**src/rtl/lsi_pkg.sv**
```systemverilog
package lsi_pkg;
  localparam int OFS_W = 5;
  localparam logic [OFS_W-1:0] OFS_EDGE = 5'h15;
  localparam logic [OFS_W-1:0] OFS_PEND = 5'h16;
  localparam logic [OFS_W-1:0] OFS_MASK = 5'h17;

  typedef enum logic [1:0] {
    REG_NONE = 2'd0,
    REG_EDGE = 2'd1,
    REG_PEND = 2'd2,
    REG_MASK = 2'd3
  } lsi_reg_e;

  function automatic lsi_reg_e reg_kind(input logic [OFS_W-1:0] ofs);
    case (ofs)
      OFS_EDGE: reg_kind = REG_EDGE;
      OFS_PEND: reg_kind = REG_PEND;
      OFS_MASK: reg_kind = REG_MASK;
      default:  reg_kind = REG_NONE;
    endcase
  endfunction
endpackage

```
**src/rtl/lsi_edge_detect.sv**
```systemverilog
module lsi_edge_detect #(
  parameter int N_SRC = 7
) (
  input  logic             clk,
  input  logic             rst,
  input  logic [N_SRC-1:0] flags,
  input  logic [N_SRC-1:0] both_edges,
  output logic [N_SRC-1:0] evt
);
  logic [N_SRC-1:0] prev_q;

  always_ff @(posedge clk) begin
    if (rst) prev_q <= '0;
    else     prev_q <= flags;
  end

  for (genvar s = 0; s < N_SRC; s++) begin : g_src
    logic rise, fall;
    assign rise   = flags[s] & ~prev_q[s];
    assign fall   = ~flags[s] & prev_q[s];
    assign evt[s] = rise | (both_edges[s] & fall);
  end
endmodule

```
**src/rtl/lsi_channel.sv**
```systemverilog
module lsi_channel #(
  parameter int N_SRC = 7
) (
  input  logic             clk,
  input  logic             rst,
  input  logic [N_SRC-1:0] flags,
  input  logic             wr_edge,
  input  logic             wr_pend,
  input  logic             wr_mask,
  input  logic [N_SRC-1:0] wdata,
  output logic [N_SRC-1:0] edge_q,
  output logic [N_SRC-1:0] pend_q,
  output logic [N_SRC-1:0] mask_q,
  output logic             irq_q
);
  logic [N_SRC-1:0] evt;
  logic [N_SRC-1:0] pend_d;
  logic [N_SRC-1:0] mask_d;

  lsi_edge_detect #(.N_SRC(N_SRC)) u_det (
    .clk       (clk),
    .rst       (rst),
    .flags     (flags),
    .both_edges(edge_q),
    .evt       (evt)
  );

  always_comb begin
    pend_d = pend_q;
    if (wr_pend) pend_d = pend_d & ~wdata;
    pend_d = pend_d | evt;
    mask_d = wr_mask ? wdata : mask_q;
  end

  always_ff @(posedge clk) begin
    if (rst) begin
      edge_q <= '0;
      pend_q <= '0;
      mask_q <= '0;
      irq_q  <= 1'b0;
    end else begin
      if (wr_edge) edge_q <= wdata;
      pend_q <= pend_d;
      mask_q <= mask_d;
      irq_q  <= |(pend_d & mask_d);
    end
  end
endmodule

```
**src/rtl/line_status_irq.sv**
```systemverilog
module line_status_irq
  import lsi_pkg::*;
#(
  parameter int NUM_CH  = 2,
  parameter int NUM_SRC = 7,
  parameter int ADDR_W  = 8,
  parameter int DATA_W  = 8
) (
  input  logic                       clk,
  input  logic                       rst,
  input  logic                       wr_en,
  input  logic [ADDR_W-1:0]          wr_addr,
  input  logic [DATA_W-1:0]          wr_data,
  input  logic                       rd_en,
  input  logic [ADDR_W-1:0]          rd_addr,
  output logic [DATA_W-1:0]          rd_data,
  input  logic [NUM_CH*NUM_SRC-1:0]  status_in,
  output logic [NUM_CH-1:0]          irq_out
);
  localparam int CH_W   = (NUM_CH > 1) ? $clog2(NUM_CH) : 1;
  localparam int CH_LSB = OFS_W;
  localparam int TOP_LSB = CH_LSB + CH_W;
  localparam int FLAT_W = NUM_CH * NUM_SRC;

  logic [FLAT_W-1:0] sel_all, pend_all, en_all;

  logic [CH_W-1:0] wr_ch, rd_ch;
  logic            wr_in_map, rd_in_map;
  lsi_reg_e        wr_kind, rd_kind;

  assign wr_ch     = wr_addr[CH_LSB +: CH_W];
  assign rd_ch     = rd_addr[CH_LSB +: CH_W];
  assign wr_in_map = ((wr_addr >> TOP_LSB) == '0) && (int'(wr_ch) < NUM_CH);
  assign rd_in_map = ((rd_addr >> TOP_LSB) == '0) && (int'(rd_ch) < NUM_CH);
  assign wr_kind   = wr_in_map ? reg_kind(wr_addr[OFS_W-1:0]) : REG_NONE;
  assign rd_kind   = rd_in_map ? reg_kind(rd_addr[OFS_W-1:0]) : REG_NONE;

  logic unused_wr_hi;
  assign unused_wr_hi = ^wr_data[DATA_W-1:NUM_SRC];

  for (genvar c = 0; c < NUM_CH; c++) begin : g_ch
    logic hit;
    assign hit = wr_en && (wr_ch == CH_W'(c));

    lsi_channel #(.N_SRC(NUM_SRC)) u_ch (
      .clk    (clk),
      .rst    (rst),
      .flags  (status_in[c*NUM_SRC +: NUM_SRC]),
      .wr_edge(hit && (wr_kind == REG_EDGE)),
      .wr_pend(hit && (wr_kind == REG_PEND)),
      .wr_mask(hit && (wr_kind == REG_MASK)),
      .wdata  (wr_data[NUM_SRC-1:0]),
      .edge_q (sel_all[c*NUM_SRC +: NUM_SRC]),
      .pend_q (pend_all[c*NUM_SRC +: NUM_SRC]),
      .mask_q (en_all[c*NUM_SRC +: NUM_SRC]),
      .irq_q  (irq_out[c])
    );
  end

  logic [NUM_SRC-1:0] rd_sel;
  always_comb begin
    rd_sel = '0;
    for (int c = 0; c < NUM_CH; c++) begin
      if (rd_ch == CH_W'(c)) begin
        case (rd_kind)
          REG_EDGE: rd_sel = sel_all[c*NUM_SRC +: NUM_SRC];
          REG_PEND: rd_sel = pend_all[c*NUM_SRC +: NUM_SRC];
          REG_MASK: rd_sel = en_all[c*NUM_SRC +: NUM_SRC];
          default:  rd_sel = '0;
        endcase
      end
    end
  end

  always_ff @(posedge clk) begin
    if (rst)        rd_data <= '0;
    else if (rd_en) rd_data <= {{(DATA_W-NUM_SRC){1'b0}}, rd_sel};
    else            rd_data <= '0;
  end
endmodule

```
**config.mk**
```make
export PLATFORM = sky130hd
export DESIGN_NAME = line_status_irq
export DESIGN_NICKNAME = d
export VERILOG_FILES = /design/src/rtl/lsi_pkg.sv /design/src/rtl/lsi_edge_detect.sv /design/src/rtl/lsi_channel.sv /design/src/rtl/line_status_irq.sv
export SDC_FILE = /design/constraint.sdc
export NUM_CORES = 1
export LEC_CHECK = 0
export ABC_CLOCK_PERIOD_IN_PS = 3300
export BUFFER_PORTS_ARGS = -buffer_cell sky130_fd_sc_hd__buf_2
export CORE_ASPECT_RATIO = 1.2
export CORE_MARGIN = 2
export CORE_UTILIZATION = 47
export CTS_CLUSTER_SIZE = 16
export DETAILED_ROUTE_END_ITERATION = 10
export PLACE_DENSITY = 0.68
export SYNTH_ARGS = -nofsm -noshare
export SYNTH_HDL_FRONTEND = slang
export SYNTH_HIERARCHICAL = 1
export SYNTH_SLANG_ARGS = --single-unit
```
**constraint.sdc**
```tcl
create_clock -name clk -period 3.3 [get_ports clk]
set_input_delay 0.33 -clock clk [delete_from_list [all_inputs] [get_ports clk]]
set_output_delay 0.33 -clock clk [all_outputs]
set_load 0.05 [all_outputs]
```
Yosys cells after proc, flatten, opt, wreduce, memory -nomap -nowiden
Cells that the tools add are included.
{"block": "totals", "n_memories": 0, "output_inout_bits": 10, "ramBits": 0, "rom_bits": 0, "register_bits": 66, "latch_bits": 0, "word_cells": 141}
{"block": "classes", "n_div": 0, "n_eq_ne": 12, "n_mul": 0, "n_shift": 0, "magnitude_cmp": 0, "muxes": 11, "reduce_logical": 13, "bitwise_logic": 93, "n_addsub": 0}
{"op": "$and 1x1->1", "count": 42}
{"op": "$pmux 7 s3", "count": 2}
{"op": "$mux 7", "count": 5}
{"op": "$eq 5x5->1 const B", "count": 6}
{"op": "$not 1->1", "count": 30}
{"op": "$and 7x7->7", "count": 4}
{"op": "$logic_not 8->1", "count": 2}
{"op": "$or 1x1->1", "count": 14}
{"op": "$or 7x7->7", "count": 2}
{"op": "$reduce_or 7->1", "count": 2}
{"op": "$pmux 2 s3", "count": 2}
{"op": "$eq 2x2->1 const B", "count": 4}
{"op": "$logic_and 1x1->1", "count": 8}
{"op": "$not 7->7", "count": 1}
{"op": "$eq 2x1->1 const B", "count": 2}
{"op": "$mux 2", "count": 2}
{"op": "$reduce_or 2->1", "count": 1}

Depth between registers and ports, before layout
{"block": "depth", "ltp_word": 9, "depth_mapped": 7}

Cells and area by module
The synthesis kept the hierarchy.
{"mod": "lsi_channel", "seq_area_each_um2": 440.4, "area_per_inst_um2": 784.5, "n_inst": 2, "cells_per_inst": 81}
{"mod": "line_status_irq", "seq_area_each_um2": 140.1, "area_per_inst_um2": 634.4, "n_inst": 1, "cells_per_inst": 75}
{"mod": "lsi_edge_detect", "seq_area_each_um2": 140.1, "area_per_inst_um2": 280.3, "n_inst": 2, "cells_per_inst": 28}

Worst setup path before layout
No wires, ideal clock.
{"block": "synth_path", "path_type": "input port to flip-flop", "from": "in wr_en", "to": "reg g_ch[0].u_ch.irq_q", "setup_time_ns": 0.125, "t_arrival_ns": 1.791, "slack_ns": 1.383, "cell_stages": 7, "path_cell_list": "nor2b_1 -> nand3_1 -> nor3_1 -> nand2_1 -> a21oi_2 -> o22ai_1 -> o41a_1"}
{"block": "synth_between", "elab_chain_len": 6, "elab_cells_between_ends": 8, "cone_classes": "2 x mux; 2 x bitwise; 4 x reduce/logical"}
{"element": "start, declared", "line_no": "line_status_irq.sv:11", "text": "input logic wr_en,"}
{"element": "$logic_and 1x1->1 (*)", "line_no": "line_status_irq.sv:43", "text": "assign hit = wr_en && (wr_ch == CH_W'(c));"}
{"element": "$logic_and 1x1->1", "line_no": "line_status_irq.sv:50", "text": ".wr_pend(hit && (wr_kind == REG_PEND)),"}
{"element": "$mux 7", "line_no": "lsi_channel.sv:30", "text": "if (wr_pend) pend_d = pend_d & ~wdata;"}
{"element": "$or 7x7->7", "line_no": "lsi_channel.sv:31", "text": "pend_d = pend_d | evt;"}
{"element": "$and 7x7->7 (*)", "line_no": "lsi_channel.sv:45", "text": "irq_q <= |(pend_d & mask_d);"}
{"element": "$reduce_or 7->1 (*)", "line_no": "lsi_channel.sv:45"}
{"element": "end signal, assigned", "line_no": "lsi_channel.sv:45"}
{"element": "end, declared", "line_no": "lsi_channel.sv:14", "text": "output logic irq_q"}
Every way passes the cells marked *; elsewhere a longest branch is shown, timed or not.
A chain may end at the register's enable or synchronous reset.

Worst setup path after layout
{"block": "layout_path", "from": "in wr_addr[3]", "to": "reg g_ch[1].u_ch.irq_q"}
{"block": "layout_between", "elab_chain_len": 9, "elab_cells_between_ends": 14, "cone_classes": "5 x eq/ne; 4 x mux; 2 x bitwise; 3 x reduce/logical"}
{"element": "start, declared", "line_no": "line_status_irq.sv:12", "text": "input logic [ADDR_W-1:0] wr_addr,"}
{"element": "$eq 5x5->1", "line_no": "lsi_pkg.sv:15", "text": "case (ofs)"}
{"element": "$pmux 2 s3 (*)", "line_no": "lsi_pkg.sv:15"}
{"element": "$mux 2 (*)", "line_no": "line_status_irq.sv:35", "text": "assign wr_kind = wr_in_map ? reg_kind(wr_addr[OFS_W-1:0]) : REG_NONE;"}
{"element": "$eq 2x2->1", "line_no": "line_status_irq.sv:50"}
{"element": "$logic_and 1x1->1", "line_no": "line_status_irq.sv:50"}
{"element": "$mux 7", "line_no": "lsi_channel.sv:30"}
{"element": "$or 7x7->7", "line_no": "lsi_channel.sv:31"}
{"element": "$and 7x7->7 (*)", "line_no": "lsi_channel.sv:45"}
{"element": "$reduce_or 7->1 (*)", "line_no": "lsi_channel.sv:45"}
{"element": "end signal, assigned", "line_no": "lsi_channel.sv:45"}
{"element": "end, declared", "line_no": "lsi_channel.sv:14"}
Marks and branches as above.

==> results.cfg <==
[pwr]
power_density_nw_per_um2 = 485
internal_power_w = 0.00120
p_seq_frac = 0.520
power.leakage_nw = 1.30
p_switching_w = 0.000381
p_comb_frac = 0.076
ir_worst_vdd_uv = 280
swShare = 0.241
p_clk_frac = 0.405

[clock_network]
clock-sinks = 65
cts_hold_buf = 0
cts_root_buf = clkbuf_8
numCtsBuffers = 9
cts.clk_slew.worst_paths_ns = 0.07
cts_resized = 0
ctsHtreeMaxLevel = 3
clkLatencyLatePin_ns = 0.35
clockBufferDepth = 2
cts_tree = done
post-cts-setup-buffers = 0

[layout]
final_util = 0.574
num_antenna_cells = 0
nNetsFinal = 387
finalInstanceArea_sq_um = 3250
area_growth_pct = 17.7
drive_gt1_frac = 0.241

[floorplan]
rows = 30
initial_core_util = 0.488
core_area_sq_um = 5670
fp.dieArea_sq_um = 6510
die_w_microns = 74.0
io_pins = 52
dieHeight_microns = 88.0

[route]
drcViolationCount = 0
drtAntennaViolNets = 0
vias = 2243
drtPass1Iterations = 4
wl_microns = 6400
viasPerCell = 5.23
wl_per_cell_microns = 14.9
drt_iter0_drc = 134

[sta]
setup_violations = 0
hold_viol = 0
slew_viol_final = 0
fin_worst_skew_ns = 0.00742
rsz0062_at_grt = false
slew_headroom = 0.566
tns_ns = 0
worst_pin_slew_ns = 0.648
finalWorstPathRequiredPeriod_ns = 1.69
min_period_over_period = 0.513
max_freq_mhz = 591

[global_route]
antenna_found_initial = 0
busiest_layer = met2
grt_pass1_vias = 2089
met2_usage = 0.326
grt_pass1_wl_microns = 10100
grt_max_degree = 47
use_met1 = 0.271
grt_overflow = 0
grt_use_total = 0.210
grt_util_met3 = 0.0449

[status]
outcome = finished clean

[critical_path]
crit_type = in -> reg
cp_max_fo = 7
r2r_cells = 5
timing.critical_path.required_ns = 3.52
crit_arrival_ns = 1.91
start_kind = input pin
cp-end-kind = register

[synth]
yosys_warnings = 6
synth-seq-area-share = 0.471
netlist_instances = 293
synth-seq-cells = 65
syn_area_sq_um = 2760
ys_types = 31
syn_area_per_cell_sq_um = 9.43
syn_nets = 335

[placement]
place_area_sq_um = 3080
dp_hpwl_microns = 4380
place_congestion = 0.801
io_buffers = 49

[worst_hold_path]
hold_depth = 2
hold_class = in -> reg

[job]
cap_violations = 0
## path summary, 6_finish.rpt
| kind | startpoint | slack [ns] | to |
|---|---|---|---|
| min reg2reg | g_ch[1].u_ch/pend_q[0] | 0.51 | g_ch[1].u_ch/pend_q[0] |
| max | wr_addr[3] | 1.61 | g_ch[1].u_ch/irq_q |
| max reg2reg | g_ch[1].u_ch/edge_q[1] | 2.03 | g_ch[1].u_ch/irq_q |
| min | status_in[1] | 0.22 | g_ch[0].u_ch/u_det/prev_q[1] |
## routing by layer
metal / vias to the layer above / wire (microns)
li1: 1124 / -
met1: 1049 / 2930
met2: 60 / 2970
met3: 10 / 373
met4: 0 / 123
met5: - / 0
## Yosys cell counts, drive strengths merged
cell type | n | area share
clkbuf | 6 | 0.0091
inv | 2 | 0.0027
nand4 | 1 | 0.0023
a221oi | 7 | 0.022
and3 | 4 | 0.0091
nor3b | 1 | 0.0027
o41a | 2 | 0.0081
nor2b | 20 | 0.048
dfxtp | 65 | 0.47
nand2 | 29 | 0.039
nor2 | 47 | 0.064
conb | 1 | 0.0014
nand2b | 1 | 0.0023
o22ai | 6 | 0.014
nor3 | 4 | 0.0072
buf | 9 | 0.022
and2 | 1 | 0.0023
a21oi | 18 | 0.038
mux2i | 42 | 0.15
o211ai | 1 | 0.0027
o21ai | 4 | 0.0072
a211oi | 3 | 0.0081
a22oi | 7 | 0.019
and4b | 1 | 0.0036
nand3 | 1 | 0.0018
mux2 | 10 | 0.041
## state kept, by name, summed over array words and instances (netlist names)
name and flops:
g_ch.u_ch/edge_q 14, rd_data 7, g_ch.u_ch/irq_q 2, g_ch.u_ch/u_det/prev_q 14, g_ch.u_ch/pend_q 14, g_ch.u_ch/mask_q 14
## metrics by stage
step / hold slack [ns] / cells / setup slack [ns] / power (W)
global placement: 0.486 / 414 / 1.27 / 0.000955
floorplan: 0.402 / 293 / 1.38 / 0.000904
CTS: 0.210 / 429 / 1.61 / 0.00159
finish: 0.215 / 429 / 1.61 / 0.00158
global route: 0.219 / 429 / 1.44 / 0.00163
detailed placement: 0.497 / 414 / 1.25 / 0.000957
## placed cells by master (no fill, tap or decap), types with 7 or more instances in the layout
master    synthesis  layout
mux2_2           10      10
mux2i_1          42      42
clkbuf_8          0       9
a22oi_1           7       7
nor2b_1          19      19
buf_2             0      49
nor2_1           47      47
a221oi_1          7       7
buf_4             3       7
dfxtp_1          65      65
nand2_1          29      29
a21oi_1          14      14
## cells by family after synthesis
logic type	count (synthesis)	share of synthesized area
AOI/OAI and AO/OA	48	0.119
and+or+nand+nor	110	0.182
buffers and inverters	17	0.0335
DFF	65	0.471
muxes	52	0.193
other	1	0.00136
## area by class of cell
class	count	area [sq um]
multi-input cells	211	1370
well taps	80	100
clock inverters	4	45.0
repair buffers	56	298
clock buffers	11	131
fillers	499	2410
flip-flops and latches	65	1300
inverters	2	7.51
## critical path, stage by stage
cell and delay (ns):
buf_2 0.10, nor2b_1 0.15, nand4_1 0.19, nor2_1 0.15, buf_4 0.20, mux2i_1 0.26, o22ai_1 0.11, o41a_1 0.44
## power groups by stage
stage	Combinational, W	Clock, W	Sequential (W)
3_5_place_dp	0.000120	0	0.000838
2_1_floorplan	0.0000685	0	0.000835
6_report	0.000120	0.000639	0.000820
5_1_grt	0.000132	0.000677	0.000822
4_1_cts	0.000120	0.000647	0.000820
3_3_place_gp	0.000119	0	0.000837
Power figures use the tool's default switching activity.
